[config.mk]
export PLATFORM = sky130hd
export DESIGN_NAME = bank_pat_switch
export DESIGN_NICKNAME = d
export VERILOG_FILES = /design/src/rtl/bsw_pkg.sv /design/src/rtl/bsw_bus_sync.sv /design/src/rtl/bsw_pat_seq.sv /design/src/rtl/bsw_sel_decode.sv /design/src/rtl/bank_pat_switch.sv
export SDC_FILE = /design/constraint.sdc
export NUM_CORES = 1
export LEC_CHECK = 0
export BUFFER_PORTS_ARGS = -buffer_cell sky130_fd_sc_hd__buf_4
export CAP_MARGIN = 30
export CORE_MARGIN = 5
export CORE_UTILIZATION = 60
export CTS_CLUSTER_SIZE = 28
export DETAILED_ROUTE_END_ITERATION = 10
export PLACE_DENSITY = 0.87
export SYNTH_ARGS = -nofsm -noshare
export SYNTH_HDL_FRONTEND = slang
export SYNTH_SLANG_ARGS = --single-unit
[constraint.sdc]
create_clock -name clk_i -period 7.2 [get_ports clk_i]
set_input_delay 2.16 -clock clk_i [delete_from_list [all_inputs] [get_ports clk_i]]
set_output_delay 2.16 -clock clk_i [all_outputs]
set_load 0.005 [all_outputs]
[src/rtl/bsw_pkg.sv]
package bsw_pkg;
  localparam int NIB_W     = 4;
  localparam int STEP_N    = 16;
  localparam int FULL_N    = 11;
  localparam int TAIL_N    = STEP_N - FULL_N;
  localparam int CODE_W    = TAIL_N;
  localparam int MAX_BANKS = 16;
  localparam int BANK_W    = $clog2(MAX_BANKS);

  typedef struct packed {
    logic              act;
    logic [BANK_W-1:0] idx;
  } bank_sel_t;

  function automatic logic [MAX_BANKS*CODE_W-1:0] default_sel_tab();
    logic [MAX_BANKS*CODE_W-1:0] t;
    t = '0;
    for (int b = 0; b < MAX_BANKS; b++) t[CODE_W*b +: CODE_W] = CODE_W'(MAX_BANKS + b);
    return t;
  endfunction
endpackage

[src/rtl/bsw_bus_sync.sv]
module bsw_bus_sync import bsw_pkg::*; #(
  parameter int SYNC_STAGES = 2
) (
  input  logic             clk_i,
  input  logic             rst_ni,
  input  logic             ce_ni,
  input  logic             we_ni,
  input  logic [NIB_W-1:0] addr_i,
  output logic             rd_evt_o,
  output logic [NIB_W-1:0] rd_addr_o
);
  logic [SYNC_STAGES-1:0] ce_sr, we_sr;
  logic [NIB_W-1:0]       a_sr [SYNC_STAGES];
  logic                   ce_d, wr_seen_q;
  logic [NIB_W-1:0]       addr_q;
  logic                   ce_s, we_s;

  assign ce_s = ce_sr[SYNC_STAGES-1];
  assign we_s = we_sr[SYNC_STAGES-1];

  always_ff @(posedge clk_i or negedge rst_ni) begin
    if (!rst_ni) begin
      ce_sr <= '1;
      we_sr <= '1;
      for (int i = 0; i < SYNC_STAGES; i++) a_sr[i] <= '0;
    end else begin
      ce_sr <= {ce_sr[SYNC_STAGES-2:0], ce_ni};
      we_sr <= {we_sr[SYNC_STAGES-2:0], we_ni};
      a_sr[0] <= addr_i;
      for (int i = 1; i < SYNC_STAGES; i++) a_sr[i] <= a_sr[i-1];
    end
  end

  // capture strobe history while the cycle is open
  always_ff @(posedge clk_i or negedge rst_ni) begin
    if (!rst_ni) begin
      ce_d      <= 1'b1;
      wr_seen_q <= 1'b0;
      addr_q    <= '0;
    end else begin
      ce_d      <= ce_s;
      wr_seen_q <= ce_s ? 1'b0 : (wr_seen_q | ~we_s);
      if (!ce_s) addr_q <= a_sr[SYNC_STAGES-1];
    end
  end

  assign rd_evt_o  = ce_s & ~ce_d & ~wr_seen_q;
  assign rd_addr_o = addr_q;

  a_r11_single_evt: assert property (@(posedge clk_i) disable iff (!rst_ni)
    rd_evt_o |=> !rd_evt_o);
endmodule

[src/rtl/bsw_pat_seq.sv]
module bsw_pat_seq import bsw_pkg::*; #(
  parameter logic [FULL_N*NIB_W-1:0]       FIX_PAT  = 44'h5A3_C96E_1B72,
  parameter logic [TAIL_N*(NIB_W-1)-1:0]   FIX_TAIL = 15'h1A5C
) (
  input  logic              clk_i,
  input  logic              rst_ni,
  input  logic              clr_i,
  input  logic              evt_i,
  input  logic [NIB_W-1:0]  addr_i,
  output logic              commit_o,
  output logic [CODE_W-1:0] code_o
);
  localparam int STEP_W = $clog2(STEP_N);

  logic              armed_q;
  logic [STEP_W-1:0] step_q;
  logic [CODE_W-2:0] code_q;
  logic              in_tail, match, last;
  logic [3:0]        full_idx;
  logic [2:0]        tail_idx;
  logic [NIB_W-1:0]  exp_nib;
  logic [NIB_W-2:0]  exp_tail;

  assign in_tail  = step_q >= STEP_W'(FULL_N);
  assign full_idx = in_tail ? 4'd0 : 4'(step_q);
  assign tail_idx = in_tail ? 3'(step_q - STEP_W'(FULL_N)) : 3'd0;
  assign exp_nib  = FIX_PAT[NIB_W*full_idx +: NIB_W];
  assign exp_tail = FIX_TAIL[(NIB_W-1)*tail_idx +: (NIB_W-1)];
  assign match    = in_tail ? (addr_i[NIB_W-1:1] == exp_tail) : (addr_i == exp_nib);
  assign last     = step_q == STEP_W'(STEP_N - 1);

  always_ff @(posedge clk_i or negedge rst_ni) begin
    if (!rst_ni) begin
      armed_q <= 1'b0;
      step_q  <= '0;
      code_q  <= '0;
    end else if (clr_i) begin
      armed_q <= 1'b0;
      step_q  <= '0;
    end else if (evt_i) begin
      if (!armed_q) begin
        armed_q <= &addr_i;
        step_q  <= '0;
      end else if (!match || last) begin
        armed_q <= 1'b0;
        step_q  <= '0;
      end else begin
        step_q <= step_q + 1'b1;
        if (in_tail) code_q[tail_idx[1:0]] <= addr_i[0];
      end
    end
  end

  assign commit_o = evt_i & ~clr_i & armed_q & match & last;
  assign code_o   = {addr_i[0], code_q};

  a_r5_mismatch_idle: assert property (@(posedge clk_i) disable iff (!rst_ni)
    (evt_i && armed_q && !match) |=> !armed_q);
  a_r11_step_hold: assert property (@(posedge clk_i) disable iff (!rst_ni)
    (!evt_i && !clr_i) |=> ($stable(step_q) && $stable(armed_q)));
endmodule

[src/rtl/bsw_sel_decode.sv]
module bsw_sel_decode import bsw_pkg::*; #(
  parameter int                             NUM_BANKS = 16,
  parameter logic [MAX_BANKS*CODE_W-1:0]    SEL_TAB   = default_sel_tab()
) (
  input  logic [CODE_W-1:0] code_i,
  output bank_sel_t         sel_o
);
  logic              hit;
  logic [BANK_W-1:0] idx;

  // lowest matching entry wins
  always_comb begin
    hit = 1'b0;
    idx = '0;
    for (int b = MAX_BANKS - 1; b >= 0; b--) begin
      if (SEL_TAB[CODE_W*b +: CODE_W] == code_i) begin
        hit = 1'b1;
        idx = BANK_W'(b);
      end
    end
  end

  assign sel_o.act = hit && ({1'b0, idx} < (BANK_W+1)'(NUM_BANKS));
  assign sel_o.idx = sel_o.act ? idx : '0;
endmodule

[src/rtl/bank_pat_switch.sv]
module bank_pat_switch import bsw_pkg::*; #(
  parameter int                             NUM_BANKS   = 16,
  parameter int                             SYNC_STAGES = 2,
  parameter logic [FULL_N*NIB_W-1:0]        FIX_PAT     = 44'h5A3_C96E_1B72,
  parameter logic [TAIL_N*(NIB_W-1)-1:0]    FIX_TAIL    = 15'h1A5C,
  parameter logic [MAX_BANKS*CODE_W-1:0]    SEL_TAB     = default_sel_tab()
) (
  input  logic              clk_i,
  input  logic              rst_ni,
  input  logic              pwr_ok_i,
  input  logic              ce_ni,
  input  logic              we_ni,
  input  logic [NIB_W-1:0]  pat_addr_i,
  output logic [BANK_W-1:0] bank_o,
  output logic              bank_act_o
);
  logic              rd_evt, commit;
  logic [NIB_W-1:0]  rd_addr;
  logic [CODE_W-1:0] code;
  bank_sel_t         sel, bank_q;

  bsw_bus_sync #(.SYNC_STAGES(SYNC_STAGES)) u_sync (
    .clk_i, .rst_ni, .ce_ni, .we_ni, .addr_i(pat_addr_i),
    .rd_evt_o(rd_evt), .rd_addr_o(rd_addr)
  );

  bsw_pat_seq #(.FIX_PAT(FIX_PAT), .FIX_TAIL(FIX_TAIL)) u_seq (
    .clk_i, .rst_ni, .clr_i(~pwr_ok_i), .evt_i(rd_evt & pwr_ok_i),
    .addr_i(rd_addr), .commit_o(commit), .code_o(code)
  );

  bsw_sel_decode #(.NUM_BANKS(NUM_BANKS), .SEL_TAB(SEL_TAB)) u_dec (
    .code_i(code), .sel_o(sel)
  );

  always_ff @(posedge clk_i or negedge rst_ni) begin
    if (!rst_ni)       bank_q <= '0;
    else if (!pwr_ok_i) bank_q <= '0;
    else if (commit)    bank_q <= sel;
  end

  assign bank_o     = bank_q.idx;
  assign bank_act_o = bank_q.act;

  a_r2_pwr_drop: assert property (@(posedge clk_i) disable iff (!rst_ni)
    !pwr_ok_i |=> !bank_act_o);
  a_r1_idle_zero: assert property (@(posedge clk_i) disable iff (!rst_ni)
    !bank_act_o |-> bank_o == '0);
  a_r7_installed: assert property (@(posedge clk_i) disable iff (!rst_ni)
    bank_act_o |-> ({1'b0, bank_o} < (BANK_W+1)'(NUM_BANKS)));
  a_r10_hold: assert property (@(posedge clk_i) disable iff (!rst_ni)
    (pwr_ok_i && !commit) |=> ($stable(bank_o) && $stable(bank_act_o)));
endmodule

==> impl_metrics.json, run 1 <==
{
  "area_delta_synth_final_pct": 10.6,
  "finalHoldViolCount": 0,
  "timing.fmax_ghz": 0.283,
  "cts-buffers-inserted": 5,
  "clock_skew_ns": 0.00875,
  "final.period_utilization_pct": 49.1,
  "worst-path-max-fanout": 11,
  "drv_cap": 0,
  "ant_nets": 0,
  "worstSkewPairLatency_ns": 0.34,
  "die_height_um": 60.9,
  "share_of_the_yosys_chip_area_belonging_to_registers_pct": 51.9,
  "antenna_cells": 0,
  "worstSetupStartpointType": "input pin",
  "worst_slew_pin_slew_ns": 0.706,
  "route.detailed.drc": 0,
  "synth_largest_type_area_fraction_pct": 43.5,
  "drt_pre_antenna_iters": 4,
  "antenna_found_initial": 0,
  "finalWeightedCongestion": 0.813,
  "via_count": 1019,
  "detailed_place_hpwl_um": 1920,
  "multi_input_area_um2": 697,
  "number_of_enable_type_register_cells_in_the_synthesized_netlist": 0,
  "cts-root-buf": "clkbuf_4",
  "layout_min_cycle_time_ns": 3.53,
  "ys_seq_elements": 32,
  "vias_in_the_first_global_route": 1035,
  "stdcell_area_um2": 1720,
  "fin_nets": 162,
  "initial_cell_density_of_the_core_pct": 62.7,
  "detail_route.vias_per_cell": 5.72,
  "area_occupied_by_registers_um2": 807,
  "path_clk_slew_ns": 0.11,
  "floorplan.io_pins": 14,
  "worst-endpoint-required_ns": 7.43,
  "post_synth_main_area_contributors": "dfrtp_1, dfstp_2, ha_1",
  "chipWidth_um": 60.9,
  "clock-sinks": 32,
  "globalRouteTotalUtil_pct": 18.0,
  "async_reset_ff_share_pct": 100,
  "yosysTopAreaCell": "dfrtp_1",
  "status": "complete, no violations",
  "global_route_wire_length_before_repair_um": 4690,
  "cp_data_arrival_time_ns": 3.76,
  "power_leakage_nw": 0.770,
  "synthCells": 132,
  "fin_tns_setup_ns": 0,
  "num_rows": 18,
  "cts_setup_buffers": 0,
  "hp-class": "reg2reg",
  "initialDrtViolationCount": 36,
  "power-per-cell-area_nw_per_um2": 185,
  "globalRouteOverflowTotal": 0,
  "ctsResizeCount": 0,
  "slew_headroom_pct": 53.0,
  "ff2ff_path_depth": 12,
  "die-area_um2": 3710,
  "cts_tree": "built",
  "hold_path_depth": 0,
  "setup_viol_count_final": 0,
  "synth_fp_nets": 147,
  "grt_max_degree": 33,
  "placedInstanceArea_um2": 1660,
  "count_of_distinct_cell_types_in_the_synthesized_netlist": 40,
  "ys.flop_type": "dfrtp_1",
  "maxSlewViolCount": 0,
  "fillers": 182,
  "core_area_um2": 2480,
  "timing_worst_setup_path_type": "in2reg",
  "final_layout_size_suffix_gt1_share_pct": 29.1,
  "cts_max_level": 2,
  "wl_per_cell_um": 15.4,
  "holdBufCountCts": 0,
  "rsz_0062_raised_after_global_routing": "false",
  "max_rail_drop_vdd_v": 0.000225,
  "cts-root-to-sink-buffers": 2,
  "postSynthAreaPerCell_um2": 11.8,
  "kind_of_end_point_of_the_critical_path": "flip-flop",
  "synthesis.area_um2": 1550,
  "routed_wirelength_um": 2740,
  "port_buffers": 13,
  "synth_warnings": 0
}
[synthesized netlist by cell type, types with 2 or more instances]
cell type  number
a21boi_0        4
a21oi_1         4
a22o_1          4
a31oi_1         2
and2_1          2
buf_2           4
dfrtp_1        27
dfstp_2         5
ha_1            6
inv_1           5
mux2_2          5
mux2_4          3
nand2_1        11
nand2b_1        4
nand3_1         3
nor2_1          4
nor2_4          3
o21a_1          2
o21ai_0         5
o22a_1          2
o22ai_1         3
or3b_4          2
xnor2_1         5
[per-stage QoR]
step | setup slack (ns) | hold WS, ns | util (%) | instances | power, mW
detailed placement | 3.38 | 0.336 | 66.9 | 170 | 0.216
finish | 3.67 | 0.363 | 69.4 | 178 | 0.317
CTS | 3.70 | 0.365 | 69.4 | 178 | 0.320
global route | 3.53 | 0.372 | 69.4 | 178 | 0.332
floorplan | 3.75 | 0.331 | - | 132 | 0.205
global placement | 3.43 | 0.334 | 66.9 | 170 | 0.214
[layout make-up]
| type | count | share of cell area (%) |
|---|---|---|
| Inverter | 5 | 1.09 |
| Clock inverter | 3 | 1.38 |
| Clock buffer | 5 | 2.18 |
| Tap cell | 30 | 2.18 |
| Sequential cell | 32 | 46.9 |
| Timing Repair Buffer | 13 | 5.68 |
| Multi-Input combinational cell | 90 | 40.5 |
[state kept, by name, summed over array words and instances (netlist names)]
signal / cells
bank_act_o: 1
bank_o: 4
u_seq.armed_q: 1
u_seq.code_q: 4
u_seq.step_q: 4
u_sync.a_sr: 8
u_sync.ce_d: 1
u_sync.ce_sr: 2
u_sync.rd_addr_o: 4
u_sync.we_sr: 2
u_sync.wr_seen_q: 1
[logic make-up after synthesis]
group	synth area share, %
xor gates and xnor gates	2.82
buffers and inverters	3.22
adders and majority gates	4.83
DFF	51.9
AOI/OAI and AO/OA	13.2
and+or+nand+nor	16.1
muxes	7.89
[layer usage]
layer  wire length [um]  vias to the layer above  global-route usage, %
li1                   -                      492                      -
met1               1100                      488                   20.9
met2               1390                       31                   28.7
met3                172                        8                   5.53
met4                 81                        0                   11.5
met5                  0                        -                      0
[where the power goes]
part,internal (mW),switching (mW)
clock,0.0383,0.0665
combinational,0.00975,0.00933
sequential,0.187,0.00610
total,0.235,0.0820
[critical path, stage by stage]
cell and delay [ns]:
buf_4 0.13, nand2_1 0.09, or2_1 0.15, nor2b_2 0.06, nor3b_2 0.16, a41oi_2 0.59
and2b_1 0.26, o22a_1 0.17
[final timing paths]
kind,startpoint,end,slack (ns)
setup / recovery,pwr_ok_i,u_seq.step_q[3],3.67
hold / removal,u_sync.a_sr[4],u_sync.a_sr[0],0.36
setup reg to reg,u_seq.step_q[0],u_seq.step_q[3],3.85
hold reg to reg,u_sync.a_sr[4],u_sync.a_sr[0],0.36
max in group asynchronous,rst_ni,u_sync.ce_sr[0],5.17
min in group asynchronous,rst_ni,u_seq.step_q[2],1.72
[placed cells by master, fill, tap and decap left out, types with 2 or more instances in the layout]
master	count
nand3_1	3
a22o_1	4
o22ai_1	3
inv_1	5
a31oi_1	2
buf_4	13
nand2b_1	4
mux2_4	3
and2_1	2
nor2_4	3
clkbuf_4	5
or3b_4	2
nor2_1	4
dfrtp_1	27
clkinvlp_4	2
a21boi_0	4
xnor2_1	5
a21oi_1	4
o22a_1	2
mux2_2	5
dfstp_2	5
o21a_1	2
nand2_1	11
o21ai_0	5
ha_1	6
Note: power is estimated with default switching activity, not from simulation.
==> run 2: changes to the inputs <==
- CORE_UTILIZATION: 60 -> 57
- PLACE_DENSITY: 0.87 -> 0.84
- clock period: 7.2 -> 3.5 ns (I/O delays scaled with it)
==> impl_metrics.json, run 2 (same netlist as run 1, synthesis figures left out) <==
{
  "layout_min_cycle_time_ns": 3.28,
  "final.period_utilization_pct": 93.8,
  "slew_headroom_pct": 51.3,
  "post-route-worst-setup-slack_ns": 0.218,
  "global_route_wire_length_before_repair_um": 4840,
  "worst-path-max-fanout": 11,
  "ant_nets": 0,
  "final_common_cell": "dfrtp_1",
  "detailed_place_hpwl_um": 1990,
  "timing.fmax_ghz": 0.305,
  "antenna_cells": 0,
  "drt_pre_antenna_iters": 4,
  "final_layout_size_suffix_gt1_share_pct": 28.4,
  "clock-sinks": 32,
  "drv_cap": 0,
  "dpl.cell_count": 171,
  "globalRouteTotalUtil_pct": 15.8,
  "die_height_um": 62.2,
  "comb_power_share_pct": 5.9,
  "via_count": 1043,
  "routed_wirelength_um": 2760,
  "met2WireLength_um": 1400,
  "power_switching_share_pct": 22.9,
  "worstSetupStartpointType": "flip-flop",
  "area_delta_synth_final_pct": 10.8,
  "power.clock.fraction_pct": 33.0,
  "detail_route.vias_per_cell": 5.83,
  "registers.top_by_ff_count": "u_sync.a_sr",
  "routed.top_layer": "met4",
  "chipWidth_um": 62.2,
  "commonest_non_fill_non_tap_cells_in_the_layout": "dfrtp_1, buf_4, nand2_1",
  "intPower_mw": 0.503,
  "vias_in_the_first_global_route": 1023,
  "timing_worst_setup_path_type": "reg2reg",
  "cts_setup_buffers": 0,
  "holdBufCountCts": 0,
  "route.detailed.drc": 0,
  "status": "complete, no violations",
  "cts_max_level": 2,
  "p_total_mw": 0.653,
  "power_leakage_nw": 0.774,
  "multi_input_area_um2": 697,
  "fin_tns_setup_ns": 0,
  "initial_cell_density_of_the_core_pct": 57.8,
  "largest_register_ff_count": 8,
  "area_occupied_by_registers_um2": 807,
  "pre_cts_ws_ns": 0.274,
  "floorplan.io_pins": 14,
  "finalWeightedCongestion": 0.854,
  "clock_skew_ns": 0.0162,
  "maxSlewViolCount": 0,
  "kind_of_end_point_of_the_critical_path": "flip-flop",
  "initialDrtViolationCount": 64,
  "fin_nets": 162,
  "port_buffers": 13,
  "post_layout_nonfiller_instances": 179,
  "wl_met3_um": 112,
  "grt_max_degree": 33,
  "cts_tree": "built",
  "rsz_0062_raised_after_global_routing": "false",
  "globalRouteOverflowTotal": 0,
  "finalHoldViolCount": 0,
  "worst-endpoint-required_ns": 3.73,
  "fillers": 202,
  "power-per-cell-area_nw_per_um2": 379,
  "cts-root-to-sink-buffers": 2,
  "num_rows": 19,
  "max_rail_drop_vdd_v": 0.000348,
  "worstSkewPairLatency_ns": 0.33,
  "stdcell_area_um2": 1720,
  "die-area_um2": 3870,
  "core_area_um2": 2690,
  "ctsResizeCount": 0,
  "worst_slew_pin_slew_ns": 0.731,
  "route.layer.met1.wl_um": 1200,
  "placedInstanceArea_um2": 1660,
  "cts-root-buf": "clkbuf_4",
  "cp_data_arrival_time_ns": 3.51,
  "hp-class": "reg2reg",
  "setup_viol_count_final": 0,
  "path_clk_slew_ns": 0.11,
  "antenna_found_initial": 0,
  "p_seq_share_pct": 61.0,
  "net-switching-power_mw": 0.150,
  "cts-buffers-inserted": 5,
  "wl_per_cell_um": 15.4
}
run 2: stage by stage:
step | hold WS [ns] | utilization (%)
after floorplan | 0.331 | -
after global placement | 0.334 | 61.8
after detailed placement | 0.340 | 61.8
after CTS | 0.362 | 64.1
after global routing | 0.372 | 64.1
final | 0.357 | 64.1
run 2: final timing paths:
kind                                 startpoint               to  slack, ns  depth (start not counted)
worst max-delay path            u_seq.step_q[0]  u_seq.step_q[3]       0.22                         12
worst min-delay path             u_sync.a_sr[7]   u_sync.a_sr[3]       0.36                          0
worst min register to register   u_sync.a_sr[7]   u_sync.a_sr[3]       0.36                          0
max in group asynchronous                rst_ni      u_sync.ce_d       2.54                          1
worst max register to register  u_seq.step_q[0]  u_seq.step_q[3]       0.22                         12
min in group asynchronous                rst_ni        bank_o[3]       0.62                          1
run 2: power groups by stage:
stage	clock network [mW]	registers, mW	logic (mW)
6_report	0.216	0.398	0.0388
3_5_place_dp	0	0.406	0.0393
4_1_cts	0.220	0.398	0.0397
3_3_place_gp	0	0.404	0.0376
2_1_floorplan	0	0.400	0.0214
5_1_grt	0.245	0.400	0.0444
run 2: critical path, stage by stage (launching register included):
cell and delay (ns):
dfrtp_1 0.54, ha_1 0.40, o21a_1 0.27, nand2b_1 0.15, inv_1 0.11, ha_1 0.17
a21boi_0 0.24, xnor2_1 0.10, nand3_1 0.12, nor3b_2 0.06, a41oi_2 0.60, and2b_1 0.27
o22a_1 0.16
run 2: cell type report:
| class | instances | share of cell area [%] |
|---|---|---|
| multi-input cells | 90 | 40.5 |
| repair buffers | 13 | 5.67 |
| well taps | 31 | 2.25 |
| clock inverters | 1 | 0.436 |
| clock buffers | 7 | 3.20 |
| inverters | 5 | 1.09 |
| flip-flops and latches | 32 | 46.9 |
run 2: per-layer routing:
layer | global-route usage [%] | vias up
li1 | - | 493
met1 | 20.7 | 525
met4 | 5.69 | 0
met2 | 24.6 | 20
met5 | 0 | -
met3 | 4.86 | 5
==> run 3: changes to the inputs <==
- ABC_CLOCK_PERIOD_IN_PS: unset -> 3500
- GPL_TIMING_DRIVEN: unset -> 0
==> impl_metrics.json, run 3 (same netlist as run 1, synthesis figures left out) <==
{
  "fin_tns_setup_ns": 0,
  "status": "complete, no violations",
  "grt_max_degree": 33,
  "floorplan.io_pins": 14,
  "clock-sinks": 32,
  "max_rail_drop_vdd_v": 0.000411,
  "detailed_place_hpwl_um": 2100,
  "cp_slowest_cell": "dfrtp_1",
  "worst_r2r_endpoint": "u_seq.code_q[1]",
  "cts_max_level": 2,
  "setup.worst_path.start": "u_seq.step_q[1]",
  "port_buffers": 13,
  "worst_slew_pin_slew_ns": 0.606,
  "routed_wirelength_um": 2800,
  "core_area_um2": 2690,
  "utilization_of_the_core_after_routing_pct": 66.5,
  "worstSkewPairLatency_ns": 0.34,
  "power_switching_share_pct": 20.3,
  "detail_route.vias_per_cell": 5.65,
  "ff2ff_path_depth": 14,
  "finalHoldViolCount": 0,
  "holdBufCountCts": 0,
  "route.detailed.drc": 0,
  "final_common_cell": "dfrtp_1",
  "cp_num_cells": 14,
  "drv_cap": 0,
  "kind_of_end_point_of_the_critical_path": "flip-flop",
  "fillers": 207,
  "final.period_utilization_pct": 90.6,
  "final_layout_size_suffix_gt1_share_pct": 31.4,
  "chipWidth_um": 62.2,
  "cts_tree": "built",
  "p_seq_share_pct": 53.3,
  "maxSlewViolCount": 0,
  "num_rows": 19,
  "placedInstanceArea_um2": 1690,
  "net-switching-power_mw": 0.151,
  "timing_worst_setup_path_type": "reg2reg",
  "worst-path-max-fanout": 10,
  "die_height_um": 62.2,
  "cp_num_buf_inv": 3,
  "clock_skew_ns": 0.0167,
  "worstSetupStartpointType": "flip-flop",
  "initial_cell_density_of_the_core_pct": 57.8,
  "drt_pre_antenna_iters": 4,
  "ant_nets": 0,
  "power_leakage_nw": 0.823,
  "stdcell_area_um2": 1790,
  "critPathMostFrequentCell": "ha_1",
  "commonest_non_fill_non_tap_cells_in_the_layout": "dfrtp_1, buf_4, nand2_1",
  "r2r_setup_slack_ns": 0.33,
  "power.clock.fraction_pct": 41.5,
  "via_count": 1039,
  "timing.fmax_ghz": 0.315,
  "antenna_cells": 0,
  "antenna_found_initial": 0,
  "fin_nets": 167,
  "initialDrtViolationCount": 66,
  "setup_viol_count_final": 0,
  "global_route_wire_length_before_repair_um": 4900,
  "wl_per_cell_um": 15.2,
  "comb_power_share_pct": 5.2,
  "rsz_0062_raised_after_global_routing": "false",
  "power-per-cell-area_nw_per_um2": 418,
  "dpl.cell_count": 176,
  "hp-class": "reg2reg",
  "globalRouteTotalUtil_pct": 16.1,
  "slew_headroom_pct": 59.2,
  "cts-buffers-inserted": 5,
  "largest_register_ff_count": 8,
  "crit_path_end": "u_seq.code_q[1]",
  "post_layout_nonfiller_instances": 184,
  "path_clk_slew_ns": 0.09,
  "vias_in_the_first_global_route": 1083,
  "cpLargestDelayFamily": "simple AND/OR/NAND/NOR gates",
  "cts-root-to-sink-buffers": 2,
  "cts_setup_buffers": 0,
  "timing.critical_path.cells": "ha_1, buf_2, o21a_1, nand2b_1, inv_1, ha_1, a21boi_0, xnor2_1, nand3_1, nor3b_2, a41oi_2, buf_6, nor2_4, mux2_4",
  "ctsResizeCount": 0,
  "cts-root-buf": "clkbuf_4",
  "registers.top_by_ff_count": "u_sync.a_sr",
  "cp_data_arrival_time_ns": 3.39,
  "worst-endpoint-required_ns": 3.71,
  "area_delta_synth_final_pct": 14.9,
  "max_stage_delay_ns": 0.50,
  "finalWeightedCongestion": 0.936,
  "intPower_mw": 0.595,
  "layout_min_cycle_time_ns": 3.17,
  "timing.hold.ws_ns": 0.356,
  "globalRouteOverflowTotal": 0,
  "rr_startpoint": "u_seq.step_q[1]",
  "die-area_um2": 3870
}
## run 3: cell count changes in the layout (fill, tap and decap cells not counted), sizes merged
cell,change
buf,+5
bufinv,+1
clkinvlp,-1
## run 3: worst min path at each step
stage / slack (ns) / startpoint / cells after the start / end
after floorplan: 0.33 / u_sync.a_sr[4] / 0 / u_sync.a_sr[0]
after global placement: 0.33 / u_sync.a_sr[5] / 0 / u_sync.a_sr[1]
after detailed placement: 0.34 / u_sync.a_sr[5] / 0 / u_sync.a_sr[1]
after CTS: 0.36 / u_sync.a_sr[5] / 0 / u_sync.a_sr[1]
after global routing: 0.37 / u_sync.ce_sr[0] / 0 / u_sync.ce_sr[1]
final: 0.36 / u_sync.a_sr[5] / 0 / u_sync.a_sr[1]
## run 3: per-stage QoR
| stage | worst slack (ns) | power [mW] |
|---|---|---|
| after floorplan | 0.787 | 0.422 |
| after global placement | 0.496 | 0.441 |
| after detailed placement | 0.354 | 0.444 |
| after CTS | 0.326 | 0.757 |
| after global routing | 0.0558 | 0.782 |
| final | 0.329 | 0.746 |
## run 3: power groups by stage
| stage | Sequential [mW] | Clock [mW] | Combinational, mW |
|---|---|---|---|
| floorplan | 0.400 | 0 | 0.0214 |
| global placement | 0.403 | 0 | 0.0373 |
| detailed placement | 0.405 | 0 | 0.0393 |
| CTS | 0.398 | 0.320 | 0.0395 |
| global route | 0.400 | 0.338 | 0.0439 |
| finish | 0.397 | 0.310 | 0.0387 |
## run 3: layout make-up
class	instances	area (um2)	area share [%]
Sequential cell	32	807	45.2
Multi-Input combinational cell	90	697	39.0
Timing Repair Buffer	13	97.6	5.47
Clock buffer	7	65.1	3.64
Tap cell	31	38.8	2.17
Buffer	5	31.3	1.75
Clock inverter	1	30.0	1.68
Inverter	5	18.8	1.05
## run 3: layer usage
layer / routed length [um] / global-route usage, %
met4: 57 / 6.50
met2: 1460 / 27.5
met1: 1150 / 18.8
met3: 132 / 4.86
met5: 0 / 0
